<file path="src/rtl/disp_blank_pkg.sv">
package disp_blank_pkg;
  localparam int CTRL_W  = 8;
  localparam int EFD_BIT = 6;
  localparam int MB_BIT  = 2;
  localparam int BRT_LSB = 3;
  localparam int BRT_W   = 3;

  // on-time in percent per brightness code, 0 = brightest
  function automatic int duty_pct(input logic [BRT_W-1:0] code);
    case (code)
      3'd0:    return 100;
      3'd1:    return 60;
      3'd2:    return 40;
      3'd3:    return 27;
      3'd4:    return 17;
      3'd5:    return 10;
      3'd6:    return 7;
      default: return 3;
    endcase
  endfunction
endpackage

</file>
<file path="src/rtl/disp_blank_sync.sv">
module disp_blank_sync #(
  parameter int STAGES = 2
) (
  input  logic clk_i,
  input  logic rst_ni,
  input  logic async_i,
  output logic sync_o
);
  logic [STAGES-1:0] stage_q;

  // resets to 0: display stays dark until the pin is sampled
  always_ff @(posedge clk_i or negedge rst_ni) begin
    if (!rst_ni) stage_q <= '0;
    else         stage_q <= {stage_q[STAGES-2:0], async_i};
  end

  assign sync_o = stage_q[STAGES-1];
endmodule

</file>
<file path="src/rtl/disp_ctrl_reg.sv">
module disp_ctrl_reg
  import disp_blank_pkg::*;
(
  input  logic              clk_i,
  input  logic              rst_ni,
  input  logic              we_i,
  input  logic [CTRL_W-1:0] wdata_i,
  output logic [CTRL_W-1:0] ctrl_o
);
  logic [CTRL_W-1:0] ctrl_q;

  always_ff @(posedge clk_i or negedge rst_ni) begin
    if (!rst_ni)   ctrl_q <= '0;
    else if (we_i) ctrl_q <= wdata_i;
  end

  assign ctrl_o = ctrl_q;


  ctrl_write_chk: assert property (@(posedge clk_i) disable iff (!rst_ni)
    we_i |=> ctrl_q == $past(wdata_i));
endmodule

</file>
<file path="src/rtl/disp_pwm_dimmer.sv">
module disp_pwm_dimmer
  import disp_blank_pkg::*;
#(
  parameter int FRAME_TICKS = 100
) (
  input  logic             clk_i,
  input  logic             rst_ni,
  input  logic [BRT_W-1:0] code_i,
  input  logic             bypass_i,
  output logic             on_o
);
  localparam int CNT_W = $clog2(FRAME_TICKS);
  localparam int THR_W = CNT_W + 1;
  localparam logic [CNT_W-1:0] LAST = CNT_W'(FRAME_TICKS - 1);

  logic [CNT_W-1:0] cnt_q;
  logic [BRT_W-1:0] code_q;
  logic [THR_W-1:0] thr;
  logic             frame_end;

  assign frame_end = (cnt_q == LAST);

  always_ff @(posedge clk_i or negedge rst_ni) begin
    if (!rst_ni) begin
      cnt_q  <= '0;
      code_q <= '0;
    end else if (frame_end) begin
      cnt_q  <= '0;
      code_q <= code_i;  // new code only at frame start
    end else begin
      cnt_q  <= cnt_q + 1'b1;
    end
  end

  assign thr  = THR_W'((duty_pct(code_q) * FRAME_TICKS) / 100);
  assign on_o = bypass_i | ({1'b0, cnt_q} < thr);


  cnt_range_chk: assert property (@(posedge clk_i) disable iff (!rst_ni)
    cnt_q <= LAST);


  code_hold_chk: assert property (@(posedge clk_i) disable iff (!rst_ni)
    (cnt_q != '0) |-> $stable(code_q));


  bypass_on_chk: assert property (@(posedge clk_i) disable iff (!rst_ni)
    bypass_i |-> on_o);
endmodule

</file>
<file path="src/rtl/disp_blank_ctrl.sv">
module disp_blank_ctrl
  import disp_blank_pkg::*;
#(
  parameter int NUM_DIGITS  = 8,
  parameter int FRAME_TICKS = 100,
  parameter int SYNC_STAGES = 2
) (
  input  logic                  clk_i,
  input  logic                  rst_ni,
  input  logic                  ctrl_we_i,
  input  logic [CTRL_W-1:0]     ctrl_wdata_i,
  input  logic [NUM_DIGITS-1:0] keep_on_i,
  input  logic                  blank_ni,
  output logic [CTRL_W-1:0]     ctrl_o,
  output logic [NUM_DIGITS-1:0] digit_en_o
);
  logic [CTRL_W-1:0] ctrl_q;
  logic              blank_s;
  logic              pwm_on;
  logic              efd;
  logic              mb;

  disp_ctrl_reg u_ctrl (
    .clk_i   (clk_i),
    .rst_ni  (rst_ni),
    .we_i    (ctrl_we_i),
    .wdata_i (ctrl_wdata_i),
    .ctrl_o  (ctrl_q)
  );

  disp_blank_sync #(.STAGES(SYNC_STAGES)) u_sync (
    .clk_i   (clk_i),
    .rst_ni  (rst_ni),
    .async_i (blank_ni),
    .sync_o  (blank_s)
  );

  assign efd = ctrl_q[EFD_BIT];
  assign mb  = ctrl_q[MB_BIT];

  disp_pwm_dimmer #(.FRAME_TICKS(FRAME_TICKS)) u_pwm (
    .clk_i    (clk_i),
    .rst_ni   (rst_ni),
    .code_i   (ctrl_q[BRT_LSB +: BRT_W]),
    .bypass_i (efd),
    .on_o     (pwm_on)
  );

  for (genvar i = 0; i < NUM_DIGITS; i++) begin : g_digit
    logic lit;
    always_comb begin
      if (efd) lit = blank_s;
      else     lit = keep_on_i[i] | (blank_s & ~mb);
    end
    assign digit_en_o[i] = lit & pwm_on;


    keep_on_chk: assert property (@(posedge clk_i) disable iff (!rst_ni)
      (!efd && keep_on_i[i] && pwm_on) |-> digit_en_o[i]);
  end

  assign ctrl_o = ctrl_q;


  efd_blank_chk: assert property (@(posedge clk_i) disable iff (!rst_ni)
    (efd && !blank_s) |-> (digit_en_o == '0));


  master_blank_chk: assert property (@(posedge clk_i) disable iff (!rst_ni)
    (!efd && mb) |-> ((digit_en_o & ~keep_on_i) == '0));
endmodule

</file>
<file path="config.mk">
export PLATFORM = sky130hd
export DESIGN_NAME = disp_blank_ctrl
export DESIGN_NICKNAME = d
export VERILOG_FILES = /design/src/rtl/disp_blank_pkg.sv /design/src/rtl/disp_blank_sync.sv /design/src/rtl/disp_ctrl_reg.sv /design/src/rtl/disp_pwm_dimmer.sv /design/src/rtl/disp_blank_ctrl.sv
export SDC_FILE = /design/constraint.sdc
export NUM_CORES = 1
export LEC_CHECK = 0
export ABC_AREA = 1
export BUFFER_PORTS_ARGS = -buffer_cell sky130_fd_sc_hd__buf_2
export CAP_MARGIN = 20
export CORE_MARGIN = 4
export CORE_UTILIZATION = 25
export DETAILED_ROUTE_END_ITERATION = 7
export PLACE_DENSITY_LB_ADDON = 0.12
export SLEW_MARGIN = 10
export SYNTH_ARGS = -nofsm -noshare
export SYNTH_HDL_FRONTEND = slang
export SYNTH_SLANG_ARGS = --single-unit
</file>
<file path="constraint.sdc">
create_clock -name clk_i -period 9.3 [get_ports clk_i]
set_input_delay 0.465 -clock clk_i [delete_from_list [all_inputs] [get_ports clk_i]]
set_output_delay 0.465 -clock clk_i [all_outputs]
set_load 0.05 [all_outputs]
</file>
==> impl_metrics.toml <==
[run_status]
status = "complete, no violations"

[logic_synthesis]
yosysMostFrequentCell = "nand2_1"
syn_area_um2 = 3276
ys.flop_type = "dfrtp_1"
ys_ff_latch = 20
yosys-top-cells-count = "nand2_1, inv_1, nand3_1"
synthDominantCellAreaShare_pct = 15.28
yosysSeqAreaShare_pct = 15.28
avgSynthCellArea_um2 = 6.551
synth_cell_type_count = 47
syn_inst = 500
syn_nets = 554
synth_edf_count = 0
async_flop_share_pct = 100.0
synth.area.top_cells = "dfrtp_1, nand2_1, ha_1, inv_1, nand3_1"
synth_area_leader_cell = "dfrtp_1"
yosys_warnings = 0

[critical_path]
rr_worst_depth = 6
cp.required_ns = 8.84
crit_arrival_ns = 8.18
worstSetupStartpointType = "register"
cpPeakStageDelay_ns = 0.48
end_kind = "primary output"
crit_fanout = 12
criticalPathCategory = "register to primary output"
cp_slowest_cell = "fa_1"

[die]
ios = 36
start_util_pct = 25.75
core-area_um2 = 12720
die_x_um = 122.5
die_y_um = 122.5
rows = 41
dieArea_um2 = 15000

[placement]
dpl.hpwl_um = 7259
globalplace.congestion = 0.8115
portBuffers = 35
post-place-cells = 702
pre_cts_slack_ns = 0.1837

[timing]
maxSlewHeadroom_pct = 55.96
period_minus_slack_ns = 8.649
fin_ws_ns = 0.6506
slew_violations = 0
skew_ns = 0.001939
fmax_ghz = 0.1156
tightest_slew_ns = 0.6582
fin_crit_sh_pct = 93.00
setup_viol = 0
hold_viol_final = 0

[clocking]
cts_sinks = 20
tritoncts = "built"
cts_hold_buf = 0
clk_latency_ns = 0.24
cts_buffer_depth = 2
clk_pin_slew_worst_paths_ns = 0.05
htree_levels = 1
cts_buffers = 3
root_buffer = "clkbuf_16"

[finish]
insertedDiodeCount = 0
final_layout_size_suffix_gt1_share_pct = 25.79
final_util_pct = 30.29
multiInputGateArea_um2 = 2471
final_cells = 711
register_area_um2 = 503.0
fillers = 1476
area_delta_synth_final_pct = 17.65
nNetsFinal = 595

[global_route]
grt-ovfl-total = 0
grt_pass1_wl_um = 14620
grt_pass1_vias = 3071
antenna_found_initial = 0
grtUsageTotal_pct = 11.77
grt_start_max_net_pins = 21

[detailed_routing]
wl_per_cell_um = 12.16
num_vias = 3186
vias_per_cell = 4.481
routed_wl_um = 8643
drt_iter0_markers = 115
post-route-drc-count = 0
ant_nets = 0
drt_pass1_iterations = 4

[worst_hold_path]
min_path_type = "input pin to async pin"

[power]
leakage_uw = 0.002096
peakVddDrop_mv = 0.08846
power_density_nw_per_um2 = 60.01
power_uw = 231.3

[job]
maxCapViolations = 0
[final cells by class]
type                       count  share of cell area [%]
timing repair buffer          45                   7.013
sequential                    20                   13.05
clock buffer                   3                   1.948
multi-input combinational    388                   64.12
inverter                      83                   8.279
tap                          172                   5.584
[sequential cells by signal, indices dropped and copies added (netlist names)]
| signal | cells |
|---|---|
| u_ctrl.ctrl_o | 8 |
| u_pwm.cnt_q | 7 |
| u_pwm.code_q | 3 |
| u_sync.stage_q | 2 |
[worst paths after layout]
path | from | to | slack [ns]
setup / recovery | u_pwm.code_q[1]$_DFFE_PN0N_ | digit_en_o[7] | 0.65
max in group asynchronous | rst_ni | u_pwm.code_q[0]$_DFFE_PN0N_ | 8.81
hold reg to reg | u_sync.stage_q[0]$_DFF_PN0_ | u_sync.stage_q[1]$_DFF_PN0_ | 0.37
min in group clk_i | blank_ni | u_sync.stage_q[0]$_DFF_PN0_ | 0.34
hold / removal | rst_ni | u_ctrl.ctrl_o[0]$_DFFE_PN0P_ | 0.16
setup reg to reg | u_pwm.cnt_q[0]$_DFF_PN0_ | u_pwm.cnt_q[6]$_DFF_PN0_ | 7.77
[cells by family after synthesis]
logic type	Yosys count	share of synthesized area, %
buffers and inverters	92	11.76
adder cells (fa/ha/maj)	34	13.22
AO/OA/AOI/OAI	47	9.053
multiplexers	4	1.375
XOR/XNOR	12	3.667
flip-flops	20	15.28
AND/OR/NAND/NOR	291	45.65
[critical path: cells and delay by family, from the launching register on]
family	cells	cell delay [ns]
AND/OR/NAND/NOR	35	3.48
adder cells (fa/ha/maj)	7	2.15
AO/OA/AOI/OAI	7	1.04
buffers and inverters	7	0.76
flip-flops	1	0.46
[metrics by stage]
stage / hold WS, ns / instance area (um2) / TNS (ns)
after CTS: 0.1837 / 3711 / 0
after detailed placement: 0.3466 / 3630 / 0
final: 0.1585 / 3854 / 0
after global routing: 0.1969 / 3854 / -0.009447
after global placement: 0.3346 / 3630 / 0
after floorplan: 0.1694 / 3276 / 0
[routing by layer]
metal / global-route usage (%) / vias up / part of all wire, %
met5: 0 / - / 0
met4: 1.050 / 0 / 0.17
met3: 0.7834 / 2 / 3.0
met2: 20.51 / 56 / 47
met1: 16.57 / 1435 / 49
li1: - / 1693 / -
[power breakdown]
| part | total, uW | leakage (uW) | internal (uW) | switching (uW) |
|---|---|---|---|---|
| registers | 94.1 | 0.000241 | 90.9 | 3.22 |
| clock network | 84.1 | 0.0000370 | 56.5 | 27.6 |
| logic | 53.1 | 0.00182 | 15.4 | 37.8 |
| total | 231 | 0.00210 | 163 | 68.5 |
[cells in the final DEF (no fill, tap or decap), types with 5 or more instances in the layout]
cell     count
nand2_2     27
dfrtp_1     18
ha_1        33
buf_4       17
inv_2       11
o21ai_0     15
a21oi_1     12
nor2_2       6
nand3_2      7
nor3_2       5
buf_2       27
nor3_1      13
nand3_1     44
xor2_1       6
nand2_1    117
nand4_1     11
inv_1       69
nand2_4      8
nor2_1      36
[repair_timing]
item | 4_1_cts | 5_1_grt
pin swaps | 0 | 4
setup endpoints to repair | 8 | 8
resized for setup | 2 | 32
buffers inserted | 0 | 6
Power figures use the tool's default switching activity.
